### config.mk
export PLATFORM = sky130hd
export DESIGN_NAME = dbuf_uart_tx
export DESIGN_NICKNAME = d
export VERILOG_FILES = /design/src/rtl/dbt_pkg.sv /design/src/rtl/dbt_baud_gen.sv /design/src/rtl/dbt_hold_stage.sv /design/src/rtl/dbt_shift_stage.sv /design/src/rtl/dbuf_uart_tx.sv
export SDC_FILE = /design/constraint.sdc
export NUM_CORES = 1
export LEC_CHECK = 0
export BUFFER_PORTS_ARGS = -buffer_cell sky130_fd_sc_hd__buf_2
export CAP_MARGIN = 30
export CORE_MARGIN = 2
export CORE_UTILIZATION = 40
export DETAILED_ROUTE_END_ITERATION = 8
export PLACE_DENSITY = 0.66
export SYNTH_ARGS = -nofsm -noshare
export SYNTH_HDL_FRONTEND = slang
export SYNTH_SLANG_ARGS = --single-unit
### constraint.sdc
create_clock -name clk -period 3.2 [get_ports clk]
set_input_delay 0.48 -clock clk [delete_from_list [all_inputs] [get_ports clk]]
set_output_delay 0.48 -clock clk [all_outputs]
set_load 0.02 [all_outputs]
### src/rtl/dbt_pkg.sv
package dbt_pkg;
  // start + stop + optional ninth bit around the data
  localparam int unsigned FRAME_EXTRA = 3;

  typedef enum logic [0:0] {
    ST_IDLE = 1'b0,
    ST_BUSY = 1'b1
  } sh_state_e;
endpackage

### src/rtl/dbt_baud_gen.sv
module dbt_baud_gen #(
  parameter int unsigned DIV_W  = 8,
  parameter int unsigned HS_MUL = 16,
  parameter int unsigned LS_MUL = 64
) (
  input  logic             clk,
  input  logic             rst_n,
  input  logic             run,
  input  logic             hs_sel,
  input  logic [DIV_W-1:0] div,
  output logic             tick
);
  localparam int unsigned CNT_W = DIV_W + $clog2(LS_MUL) + 1;

  logic [CNT_W-1:0] cnt_q, cnt_d, last, mul_w;
  logic             tick_q, tick_d;

  always_comb begin
    mul_w = hs_sel ? CNT_W'(HS_MUL) : CNT_W'(LS_MUL);
    last  = CNT_W'((CNT_W'(div) + CNT_W'(1)) * mul_w - CNT_W'(1));
    cnt_d  = cnt_q;
    tick_d = 1'b0;
    if (!run) begin
      cnt_d = '0;
    end else if (cnt_q >= last) begin
      cnt_d  = '0;
      tick_d = 1'b1;
    end else begin
      cnt_d = cnt_q + CNT_W'(1);
    end
  end

  always_ff @(posedge clk or negedge rst_n) begin
    if (!rst_n) begin
      cnt_q  <= '0;
      tick_q <= 1'b0;
    end else begin
      cnt_q  <= cnt_d;
      tick_q <= tick_d;
    end
  end

  assign tick = tick_q;

  // a tick is a single-cycle pulse
  a_r3_tick_pulse: assert property (@(posedge clk) disable iff (!rst_n)
    tick |=> !tick);
endmodule

### src/rtl/dbt_hold_stage.sv
module dbt_hold_stage #(
  parameter int unsigned DATA_W = 8
) (
  input  logic              clk,
  input  logic              rst_n,
  input  logic              en,
  input  logic              wr,
  input  logic [DATA_W-1:0] wr_data,
  input  logic              take,
  output logic              full,
  output logic [DATA_W-1:0] data
);
  logic              full_q, full_d;
  logic [DATA_W-1:0] data_q, data_d;
  logic              data_ce;

  always_comb begin
    data_ce = en && wr;
    data_d  = wr_data;
    full_d  = full_q;
    if (!en)        full_d = 1'b0;
    else if (wr)    full_d = 1'b1;
    else if (take)  full_d = 1'b0;
  end

  always_ff @(posedge clk or negedge rst_n) begin
    if (!rst_n) full_q <= 1'b0;
    else        full_q <= full_d;
  end

  always_ff @(posedge clk or negedge rst_n) begin
    if (!rst_n)       data_q <= '0;
    else if (data_ce) data_q <= data_d;
  end

  assign full = full_q;
  assign data = data_q;

  // a write always leaves a word resident
  a_r11_write_fills: assert property (@(posedge clk) disable iff (!rst_n)
    (en && wr) |=> full);
  // a transfer without a new write empties the register
  a_r4_take_empties: assert property (@(posedge clk) disable iff (!rst_n)
    (en && take && !wr) |=> !full);
endmodule

### src/rtl/dbt_shift_stage.sv
module dbt_shift_stage
  import dbt_pkg::*;
#(
  parameter int unsigned DATA_W = 8
) (
  input  logic              clk,
  input  logic              rst_n,
  input  logic              en,
  input  logic              tick,
  input  logic              nine_en,
  input  logic              nine_bit,
  input  logic              hold_full,
  input  logic [DATA_W-1:0] hold_data,
  output logic              take,
  output logic              idle,
  output logic              txd
);
  localparam int unsigned FRM_W = DATA_W + FRAME_EXTRA;
  localparam int unsigned LEN_W = $clog2(FRM_W + 1);

  sh_state_e        st_q, st_d;
  logic [FRM_W-1:0] sr_q, sr_d, frame;
  logic [LEN_W-1:0] left_q, left_d, flen;
  logic             txd_q, txd_d;
  logic             last_done;

  always_comb begin
    frame     = {1'b1, (nine_en ? nine_bit : 1'b1), hold_data, 1'b0};
    flen      = nine_en ? LEN_W'(FRM_W) : LEN_W'(FRM_W - 1);
    last_done = (st_q == ST_BUSY) && tick && (left_q == '0);
    take      = en && hold_full && ((st_q == ST_IDLE) || last_done);

    st_d   = st_q;
    sr_d   = sr_q;
    left_d = left_q;
    txd_d  = txd_q;
    if (!en) begin
      st_d   = ST_IDLE;
      sr_d   = '1;
      left_d = '0;
      txd_d  = 1'b1;
    end else if (st_q == ST_IDLE) begin
      if (take) begin
        st_d   = ST_BUSY;
        sr_d   = frame;
        left_d = flen;
      end
    end else if (tick) begin
      if (left_q != '0) begin
        txd_d  = sr_q[0];
        sr_d   = {1'b1, sr_q[FRM_W-1:1]};
        left_d = left_q - LEN_W'(1);
      end else if (take) begin
        txd_d  = frame[0];
        sr_d   = {1'b1, frame[FRM_W-1:1]};
        left_d = flen - LEN_W'(1);
      end else begin
        st_d  = ST_IDLE;
        txd_d = 1'b1;
      end
    end
  end

  always_ff @(posedge clk or negedge rst_n) begin
    if (!rst_n) begin
      st_q   <= ST_IDLE;
      sr_q   <= '1;
      left_q <= '0;
      txd_q  <= 1'b1;
    end else begin
      st_q   <= st_d;
      sr_q   <= sr_d;
      left_q <= left_d;
      txd_q  <= txd_d;
    end
  end

  assign idle = (st_q == ST_IDLE);
  assign txd  = txd_q;

  // line moves only on a baud tick while enabled
  a_r12_tick_only: assert property (@(posedge clk) disable iff (!rst_n)
    (en && !tick) |=> $stable(txd));
  // an idle shifter leaves the line high
  a_r6_idle_high: assert property (@(posedge clk) disable iff (!rst_n)
    idle |-> txd);
endmodule

### src/rtl/dbuf_uart_tx.sv
module dbuf_uart_tx #(
  parameter int unsigned DATA_W = 8,
  parameter int unsigned DIV_W  = 8,
  parameter int unsigned HS_MUL = 16,
  parameter int unsigned LS_MUL = 64
) (
  input  logic              clk,
  input  logic              rst_n,
  input  logic              wr_en,
  input  logic [DATA_W-1:0] wr_data,
  input  logic              tx_en,
  input  logic              nine_en,
  input  logic              nine_bit,
  input  logic              hs_sel,
  input  logic [DIV_W-1:0]  divisor,
  input  logic              irq_en,
  output logic              tx_o,
  output logic              hold_empty,
  output logic              shift_empty,
  output logic              irq
);
  logic              tick, take, full, idle, txd;
  logic [DATA_W-1:0] hdata;

  dbt_baud_gen #(.DIV_W(DIV_W), .HS_MUL(HS_MUL), .LS_MUL(LS_MUL)) baud_i (
    .clk(clk), .rst_n(rst_n), .run(tx_en), .hs_sel(hs_sel),
    .div(divisor), .tick(tick)
  );

  dbt_hold_stage #(.DATA_W(DATA_W)) hold_i (
    .clk(clk), .rst_n(rst_n), .en(tx_en), .wr(wr_en), .wr_data(wr_data),
    .take(take), .full(full), .data(hdata)
  );

  dbt_shift_stage #(.DATA_W(DATA_W)) shift_i (
    .clk(clk), .rst_n(rst_n), .en(tx_en), .tick(tick),
    .nine_en(nine_en), .nine_bit(nine_bit),
    .hold_full(full), .hold_data(hdata),
    .take(take), .idle(idle), .txd(txd)
  );

  assign tx_o        = txd;
  assign hold_empty  = !full;
  assign shift_empty = idle;
  assign irq         = hold_empty && irq_en;

  // disable empties both stages and parks the line
  a_r10_abort: assert property (@(posedge clk) disable iff (!rst_n)
    !tx_en |=> (tx_o && hold_empty && shift_empty));
  // a waiting word never sits beside an idle shifter
  a_r4_prompt_load: assert property (@(posedge clk) disable iff (!rst_n)
    (tx_en && !hold_empty && shift_empty) |=> !shift_empty);
endmodule

==> impl_metrics.ini, run 1 <==
[critical_path]
worstPathCellList = buf_8 > ha_4 > nand3_2 > xor2_1 > or2_2 > fa_1 > ha_4 > ha_4 > ha_4 > nor2_1 > nor2_1 > o31a_1 > nor2_1 > xor2_1 > ha_1 > a21o_1 > a21o_1 > a221oi_4 > o211ai_4 > nor2_1
crit_slowest_cell = fa_1
worstPathMaxFanout = 8
rrSetupSlack_ps = 1230
reg2reg_from = shift_i.left_q[0]
cp-start-kind = input port
critPathRequiredTime_ps = 3430
slowest_delay_ps = 580
worstSetupPathType = in -> reg
critPathCaptureType = register
r2r_cells = 9
worstPathArrival_ps = 4530
regToRegEndpoint = shift_i.sr_q[4]

[yosys]
synth_top_family_by_area = simple AND/OR/NAND/NOR gates
synth.yosys.seq_area_share_pct = 32.1
syn-num-nets = 422
synthXorXnorAreaFrac_pct = 7.83
yosys.area_share.simple_pct = 21.2
synth_seq_cells = 41
synth-adder-area-share_pct = 19.5
syn-cell-area_sq_um = 3240
synth.most_common_cell = nor2_1
syn_avg_cell_area_sq_um = 9.24
postSynthCellCount = 351
synth-main-ff-cell = dfrtp_1
synthMuxAreaShare_pct = 3.40
synth_top_area_share_pct = 23.2
ys_async_sr_fraction_pct = 100
yosys.area.top_type = dfrtp_1
synth_area_leaders = dfrtp_1 (23%), ha_1 (16%), dfstp_2 (8.9%)
synth_edf_count = 0
yosysWarnings = 0
synthTopCellsByCount = nor2_1 (48), ha_1 (41), nand2_1 (35), dfrtp_1 (30), inv_1 (22)
synth-compound-area-share_pct = 11.7
synthDistinctLibCells = 50

[cts]
cts_hold_buf = 0
h-tree-depth = 2
cts_tree = done
cts.sinks = 41
clk_transition_reported_paths_ps = 80
clock_latency_ps = 300
cts_buffer_depth = 2
cts_made_buffers = 5
root_buffer = clkbuf_8

[finish]
area_delta_synth_final_pct = 26.7
fin_cells = 511
diodes = 0
final_util_pct = 52.6
drive_gt1_share_pct = 31.5
nets = 479
fillers = 704

[floorplan]
die_w_microns = 94.0
io_pins = 28
start_util_pct = 41.5
num_rows = 32
core_sq_um = 7810
die_h_microns = 94.0
dieArea_sq_um = 8840

[power]
vdd_drop_max_v = 0.000255
powerDensity_nw_per_um2 = 435
leakage_nw = 1.91

[sta]
max_freq_mhz = 232
finalSetupViolations = 16
post-route-period-util_pct = 134
slew_violations = 0
worst_slew_pin_slew_ps = 928
hold_viol = 0
period_needed_ps = 4300
relSlewSlack_pct = 38.1
finClkSkew_ps = 4.35
rsz0062_at_grt = true
finalWorstSetupSlack_ps = -1100

[route]
vias = 2616
remaining_drc_errors = 0
first_pass_iters = 4
ant_nets = 0
drtIter0Drc = 94
vias_per_cell = 5.12
routed_wl_microns = 6460
wl_per_cell_microns = 12.6

[outcome]
status = finished, violations left
violations = setup timing

[global_routing]
grt_util_all_layers_pct = 15.9
grt_first_pass_wirelength_microns = 11500
grt_max_degree = 42
grt-ovfl-total = 0
antenna_found_initial = 0
grt_pass1_vias = 2542

[job]
drv_cap = 0

[placement]
hpwlAfterDp_microns = 4600
gp_congestion = 0.782
place_ws_ps = -1590
dp.cells = 497
port_buffers = 27

[min_path]
min_path_type = in -> async
[placed cells by master (no fill, tap or decap), drive strengths merged, types with 7 or more instances in the layout]
cell / Yosys / layout
a21oi: 10 / 10
a311o: 7 / 7
buf: 6 / 60
dfrtp: 30 / 30
dfstp: 11 / 11
ha: 41 / 41
inv: 23 / 23
mux2: 8 / 8
nand2: 35 / 35
nand3: 19 / 19
nor2: 49 / 49
nor2b: 7 / 7
o21ai: 9 / 9
xnor2: 15 / 15
xor2: 14 / 14
[layout make-up]
class	instances	area, sq um	area share, %
tap	102	128	3.11
inverter	23	86.3	2.10
sequential	41	1040	25.3
timing repair buffer	60	412	10.0
clock inverter	3	46.3	1.13
multi-input combinational	277	2330	56.6
clock buffer	5	68.8	1.68
[how the worst max path moves through the flow]
stage	startpoint	to	slack, ps	cells past startpoint
CTS	divisor[1]	baud_i.tick	-1120	21
detailed placement	divisor[0]	baud_i.cnt_q[10]	-1590	21
global placement	divisor[0]	baud_i.tick	-1490	21
floorplan	hs_sel	baud_i.cnt_q[6]	-1170	19
finish	divisor[1]	baud_i.cnt_q[6]	-1100	20
global route	divisor[2]	baud_i.tick	-1320	20
[flip-flops by register name (all words and copies together) (netlist names)]
signal / cells
shift_i.sr_q: 10
shift_i.left_q: 4
shift_i.st_q: 1
baud_i.cnt_q: 15
hold_i.full: 1
baud_i.tick: 1
shift_i.txd: 1
hold_i.data: 8
[kinds of logic (layout without fill, tap and decap cells)]
kind of cell,Yosys count,after routing
AOI/OAI and AO/OA,48,49
muxes,10,10
and+or+nand+nor,142,142
xor gates and xnor gates,29,29
DFF,41,41
adders and majority gates,47,47
buffers and inverters,34,91
[stage by stage]
stage / hold slack (ps) / power, mW / area, sq um / setup TNS, ps
after floorplan: 184 / 1.09 / 3370 / -17950
after global placement: 473 / 1.27 / 3770 / -23610
after detailed placement: 480 / 1.29 / 3770 / -25230
after CTS: 329 / 1.80 / 4100 / -17220
after global routing: 368 / 1.93 / 4110 / -20430
final: 305 / 1.78 / 4110 / -17060
[routing by layer]
layer / routed length, microns / track usage (%)
met5: 0 / 0
met3: 139 / 3.21
met4: 46 / 2.90
met2: 3070 / 26.0
met1: 3210 / 22.1
[critical path, delay by kind of cell]
family | cells | cell delay, ps
xor+xnor | 2 | 330
fa+ha+maj | 6 | 1750
simple gates | 6 | 710
compound gates | 5 | 1170
buf+inv | 1 | 80
[report_power, final]
part	switching, mW	internal [mW]
sequential	0.0310	0.566
clock	0.193	0.234
combinational	0.373	0.388
[timing repair]
item                       4_1_cts  5_1_grt
buffers inserted                 5        0
pin swaps                       31        4
setup endpoints to repair       16       16
cloned                           1        0
resized for setup               25        4
Power figures use the tool's default switching activity.
==> run 2: changes to the inputs <==
--- a/config.mk
+++ b/config.mk
@@ -7,10 +7,12 @@
 export LEC_CHECK = 0
 export BUFFER_PORTS_ARGS = -buffer_cell sky130_fd_sc_hd__buf_2
 export CAP_MARGIN = 30
+export CORE_ASPECT_RATIO = 2
 export CORE_MARGIN = 2
 export CORE_UTILIZATION = 40
 export DETAILED_ROUTE_END_ITERATION = 8
 export PLACE_DENSITY = 0.66
+export SKIP_LAST_GASP = 1
 export SYNTH_ARGS = -nofsm -noshare
 export SYNTH_HDL_FRONTEND = slang
 export SYNTH_SLANG_ARGS = --single-unit
==> run 2 against run 1 <==
- the flow still finishes with violations (setup timing)
- global-route usage up 1.4 points
- core utilization up 1.2 points
- power up 8.3%
- critical path depth up 2
- die area up 0.49%
- clock skew down 1.4 ps
- sequential share of layout area down 0.80 points
- non-clock buffer count down 1
- worst setup slack worse by 160 ps
- design area up 3.3%
- clock power up 22%
- largest cell class unchanged
- largest power group unchanged
==> impl_metrics.ini, run 2 (same netlist as run 1, synthesis figures left out) <==
[finish]
most-common-layout-cells = nand2_1 (35), nor2_1 (33), dfrtp_1 (30)
fillers = 689
final_area_sq_um = 4240
regMostFlops = baud_i.cnt_q
final_util_pct = 53.8
layout_commonest_cell = nand2_1
largest_reg_flops = 15
area_delta_synth_final_pct = 30.8
diodes = 0
drive_gt1_share_pct = 34.2
nets = 477

[placement]
port_buffers = 27
hpwlAfterDp_microns = 5390
place_area_sq_um = 3760
gp_congestion = 0.750

[cts]
root_buffer = clkbuf_16
cts_buffer_depth = 2
cts_hold_buf = 0
clk_transition_reported_paths_ps = 60
h-tree-depth = 2
cts.sinks = 41
cts_tree = done
clock_latency_ps = 280
cts_made_buffers = 5

[global_routing]
antenna_found_initial = 0
grt_pass1_vias = 2771
grt_first_pass_wirelength_microns = 12000
grt-ovfl-total = 0
grt_max_degree = 42
grt_util_all_layers_pct = 17.4

[critical_path]
critPathRequiredTime_ps = 3420
slowest_delay_ps = 520
worstPathArrival_ps = 4680
critPathCaptureType = register
worstSetupPathType = in -> reg
cp-start-kind = input port
crit_slowest_cell = fa_1
regToRegEndpoint = shift_i.sr_q[1]
cp_common_cell = ha_4
worstPathMaxFanout = 7
reg2reg_from = shift_i.st_q
worstPathCellList = buf_8 > ha_4 > nand3_4 > xor2_2 > nand2b_4 > fa_1 > inv_2 > ha_4 > ha_4 > ha_4 > a21oi_2 > nor2b_1 > o31a_1 > nor2_1 > xor2_1 > ha_1 > a21o_1 > a21o_1 > a221oi_4 > o211ai_4 > clkbuf_16 > nor2_1
r2r_cells = 6
rrSetupSlack_ps = 1150

[route]
drtIter0Drc = 49
routed.top_layer = met4
remaining_drc_errors = 0
vias_per_cell = 5.34
ant_nets = 0
wl_met3_microns = 181
met1_length_microns = 2500
routed_wl_microns = 7150
first_pass_iters = 4
vias = 2688
wl_per_cell_microns = 14.2
met2WireLength_microns = 4270

[floorplan]
core_sq_um = 7890
start_util_pct = 41.1
die_h_microns = 131
die_w_microns = 67.7
io_pins = 28
dieArea_sq_um = 8880
num_rows = 46

[sta]
period_needed_ps = 4460
rsz0062_at_grt = true
relSlewSlack_pct = 39.7
finalSetupViolations = 16
post-route-period-util_pct = 139
holdWs_ps = 322
worst_slew_pin_slew_ps = 905
setup_tns_ps = -19610
slew_violations = 0
max_freq_mhz = 224
hold_viol = 0
finalWorstSetupSlack_ps = -1260
finClkSkew_ps = 2.90

[power]
power_mw = 1.93
vdd_drop_max_v = 0.000467
leakage_nw = 1.93
powerDensity_nw_per_um2 = 456

[job]
drv_cap = 0

[min_path]
min_path_type = in -> async

[outcome]
status = finished, violations left
violations = setup timing
## run 2: changes by cell type in the layout (fill, tap and decap cells not counted), moves of 2 or more
cell | previous run | this run
xor2_2 | 0 | 2
clkbuf_16 | 0 | 6
nor2_1 | 43 | 33
buf_4 | 34 | 29
nor2_4 | 0 | 9
clkbuf_8 | 5 | 2
xor2_1 | 13 | 11
## run 2: through the flow
stage / setup WS [ps] / cells
finish: -1260 / 503
CTS: -1180 / 502
detailed placement: -1600 / 490
global placement: -1450 / 490
floorplan: -1170 / 351
global route: -1390 / 503
## run 2: repair_timing
action | in CTS | in global routing
buffers inserted | 3 | 1
gates resized for setup | 32 | 20
endpoints found under the setup margin | 16 | 16
pin swaps | 9 | 22
gates cloned | 1 | 0
## run 2: worst max path at each step
stage / start / to / slack [ps]
5_1_grt: divisor[1] / baud_i.cnt_q[13] / -1390
4_1_cts: divisor[0] / baud_i.cnt_q[14] / -1180
3_3_place_gp: divisor[0] / baud_i.tick / -1450
2_1_floorplan: hs_sel / baud_i.cnt_q[6] / -1170
3_5_place_dp: divisor[0] / baud_i.cnt_q[14] / -1600
6_report: divisor[1] / baud_i.cnt_q[13] / -1260
## run 2: worst max-delay path: cells and delay by family
kind,cells,cell delay [ps]
XOR/XNOR,2,370
AO/OA/AOI/OAI,6,1310
adder cells (fa/ha/maj),6,1640
buffers and inverters,3,340
AND/OR/NAND/NOR,5,520
## run 2: area by class of cell
| class | count | area, sq um | share of cell area [%] |
|---|---|---|---|
| Multi-Input combinational cell | 276 | 2400 | 56.6 |
| Tap cell | 96 | 120 | 2.83 |
| Timing Repair Buffer | 59 | 435 | 10.3 |
| Sequential cell | 41 | 1040 | 24.5 |
| Clock inverter | 1 | 5.00 | 0.118 |
| Inverter | 23 | 86.3 | 2.04 |
| Clock buffer | 7 | 153 | 3.60 |
## run 2: power breakdown
group          switching (mW)  internal, mW  total (mW)
clock                   0.193         0.330       0.522
combinational           0.388         0.417       0.805
sequential             0.0391         0.567       0.606
## run 2: per-layer routing
layer | GRT usage (%) | vias to the layer above
met5 | 0 | -
met3 | 2.23 | 13
met2 | 34.6 | 51
li1 | - | 1320
met1 | 15.8 | 1304
met4 | 7.94 | 0
==> run 3: changes to the inputs <==
--- a/config.mk
+++ b/config.mk
@@ -9,9 +9,11 @@
 export CAP_MARGIN = 30
 export CORE_ASPECT_RATIO = 2
 export CORE_MARGIN = 2
-export CORE_UTILIZATION = 40
+export CORE_UTILIZATION = 42
 export DETAILED_ROUTE_END_ITERATION = 8
-export PLACE_DENSITY = 0.66
+export MAX_ROUTING_LAYER = met4
+export PLACE_DENSITY = 0.69
+export SETUP_SLACK_MARGIN = 0.1
 export SKIP_LAST_GASP = 1
 export SYNTH_ARGS = -nofsm -noshare
 export SYNTH_HDL_FRONTEND = slang
==> run 3 against run 2 <==
- the flow still finishes with violations (setup timing)
- die area decreased by 4.5%
- hold slack about the same
- power increased by 6.1%
- worst setup slack improved by 66 ps
- count of clock-buffer cells in the layout decreased by 1
- global-route usage increased by 0.68 points
- critical path depth decreased by 1
- sequential share of layout area decreased by 0.62 points
- largest power group unchanged
==> impl_metrics.ini, run 3 (same netlist as run 1, synthesis figures left out) <==
[placement]
gp_congestion = 0.784
place_area_sq_um = 3780
port_buffers = 27
hpwlAfterDp_microns = 5350

[critical_path]
slowest_delay_ps = 510
cp_common_cell = ha_4
worstPathCellList = buf_8 > ha_4 > xor2_2 > nand2b_1 > inv_1 > fa_1 > inv_2 > ha_4 > ha_4 > ha_4 > a21oi_4 > nor2b_4 > o31a_1 > o41ai_2 > xnor2_1 > ha_1 > and4_4 > nand4_1 > o211ai_4 > clkbuf_16 > nor2_1
cp-start-kind = input port
worstPathMaxFanout = 7
critPathCaptureType = register
crit_buf_inv = 4
cp_top_family = adder cells
critPathRequiredTime_ps = 3370
worstPathArrival_ps = 4570
crit_slowest_cell = fa_1
worstSetupPathType = in -> reg

[finish]
final_area_sq_um = 4350
regMostFlops = baud_i.cnt_q
area_delta_synth_final_pct = 34.2
largest_reg_flops = 15
layout_commonest_cell = nand2_1
diodes = 0
drive_gt1_share_pct = 36.9
most-common-layout-cells = nand2_1 (34), buf_4 (33), nor2_1 (30), dfrtp_1 (30), ha_1 (27)
nets = 482

[power]
clockPowerShare_pct = 28.6
switching_share_pct = 31.4
vdd_drop_max_v = 0.000588
powerDensity_nw_per_um2 = 471
leakage_nw = 1.96
internal-power_mw = 1.41
seq_power_share_pct = 29.5
power_mw = 2.05
switchingPower_mw = 0.645
combPwrFrac_pct = 41.9

[sta]
post-route-period-util_pct = 137
holdWs_ps = 322
rsz0062_at_grt = true
slew_violations = 0
relSlewSlack_pct = 40.0
finClkSkew_ps = 7.71
worst_slew_pin_slew_ps = 900
period_needed_ps = 4400
finalSetupViolations = 16
finalWorstSetupSlack_ps = -1200
max_freq_mhz = 227
hold_viol = 0

[floorplan]
dieArea_sq_um = 8480
core_sq_um = 7540
die_h_microns = 128
start_util_pct = 43.0
die_w_microns = 66.1
io_pins = 28
num_rows = 45

[cts]
cts_made_buffers = 5
cts_hold_buf = 0
h-tree-depth = 2
cts.sinks = 41
root_buffer = clkbuf_16
clk_transition_reported_paths_ps = 60
clock_latency_ps = 280
cts_tree = done
cts_buffer_depth = 2

[route]
ant_nets = 0
wl_per_cell_microns = 14.1
routed.top_layer = met4
remaining_drc_errors = 0
drtIter0Drc = 62
first_pass_iters = 4
routed_wl_microns = 7130
met2WireLength_microns = 4170
wl_met3_microns = 165
vias_per_cell = 5.36
vias = 2713
met1_length_microns = 2550

[job]
drv_cap = 0

[outcome]
violations = setup timing
status = finished, violations left

[global_routing]
antenna_found_initial = 0
grt_max_degree = 42
grt_first_pass_wirelength_microns = 11600
grt_pass1_vias = 2750
grt_util_all_layers_pct = 18.1
grt-ovfl-total = 0

[min_path]
min_path_type = in -> async
[run 3: per-stage QoR]
step	worst slack [ps]	util (%)	instances	TNS (ps)
final	-1200	57.7	506	-18760
after global routing	-1320	57.7	506	-20880
after CTS	-1200	55.6	503	-18840
after detailed placement	-1620	50.1	490	-25450
after global placement	-1450	50.1	490	-23120
after floorplan	-1170	-	351	-17950
[run 3: final cells by class]
class,count,area (sq um)
Clock buffer,6,139
Fill cell,677,3190
Sequential cell,41,1040
Tap cell,94,118
Timing Repair Buffer,64,479
Inverter,23,86.3
Multi-Input combinational cell,276,2450
Clock inverter,2,37.5
[run 3: final timing paths]
path	from	to	slack, ps	cells past startpoint
max	divisor[0]	baud_i.cnt_q[0]	-1200	21
min	rst_n	shift_i.left_q[3]	320	1
max reg2reg	shift_i.left_q[0]	shift_i.sr_q[4]	1020	9
min reg2reg	shift_i.sr_q[2]	shift_i.sr_q[2]	480	2
max in group asynchronous	rst_n	hold_i.data[3]	2310	1
min in group clk	wr_data[1]	hold_i.data[1]	430	2
[run 3: power groups by stage]
stage / clock network [mW] / logic (mW) / registers [mW]
global route: 0.623 / 0.948 / 0.610
detailed placement: 0 / 0.703 / 0.613
floorplan: 0 / 0.486 / 0.599
CTS: 0.601 / 0.802 / 0.604
finish: 0.586 / 0.859 / 0.605
global placement: 0 / 0.677 / 0.612
[run 3: repair_timing]
action	CTS	global route
gates cloned	1	0
pin swaps	22	34
setup endpoints to repair	16	16
buffers inserted	4	3
resized for setup	31	33
[run 3: worst register-to-register path, cell delays in order, from the launching register on]
cell,delay [ps]
dfrtp_1,400
inv_1,90
ha_1,190
nor3b_2,160
buf_4,220
nor2_2,70
o22ai_1,440
buf_4,300
a311o_1,140
nand3_1,80
[run 3: per-layer routing]
layer	vias up	track usage, %
met5	-	-
met4	0	9.72
met3	18	2.02
met2	48	35.4
met1	1317	15.7
li1	1330	-
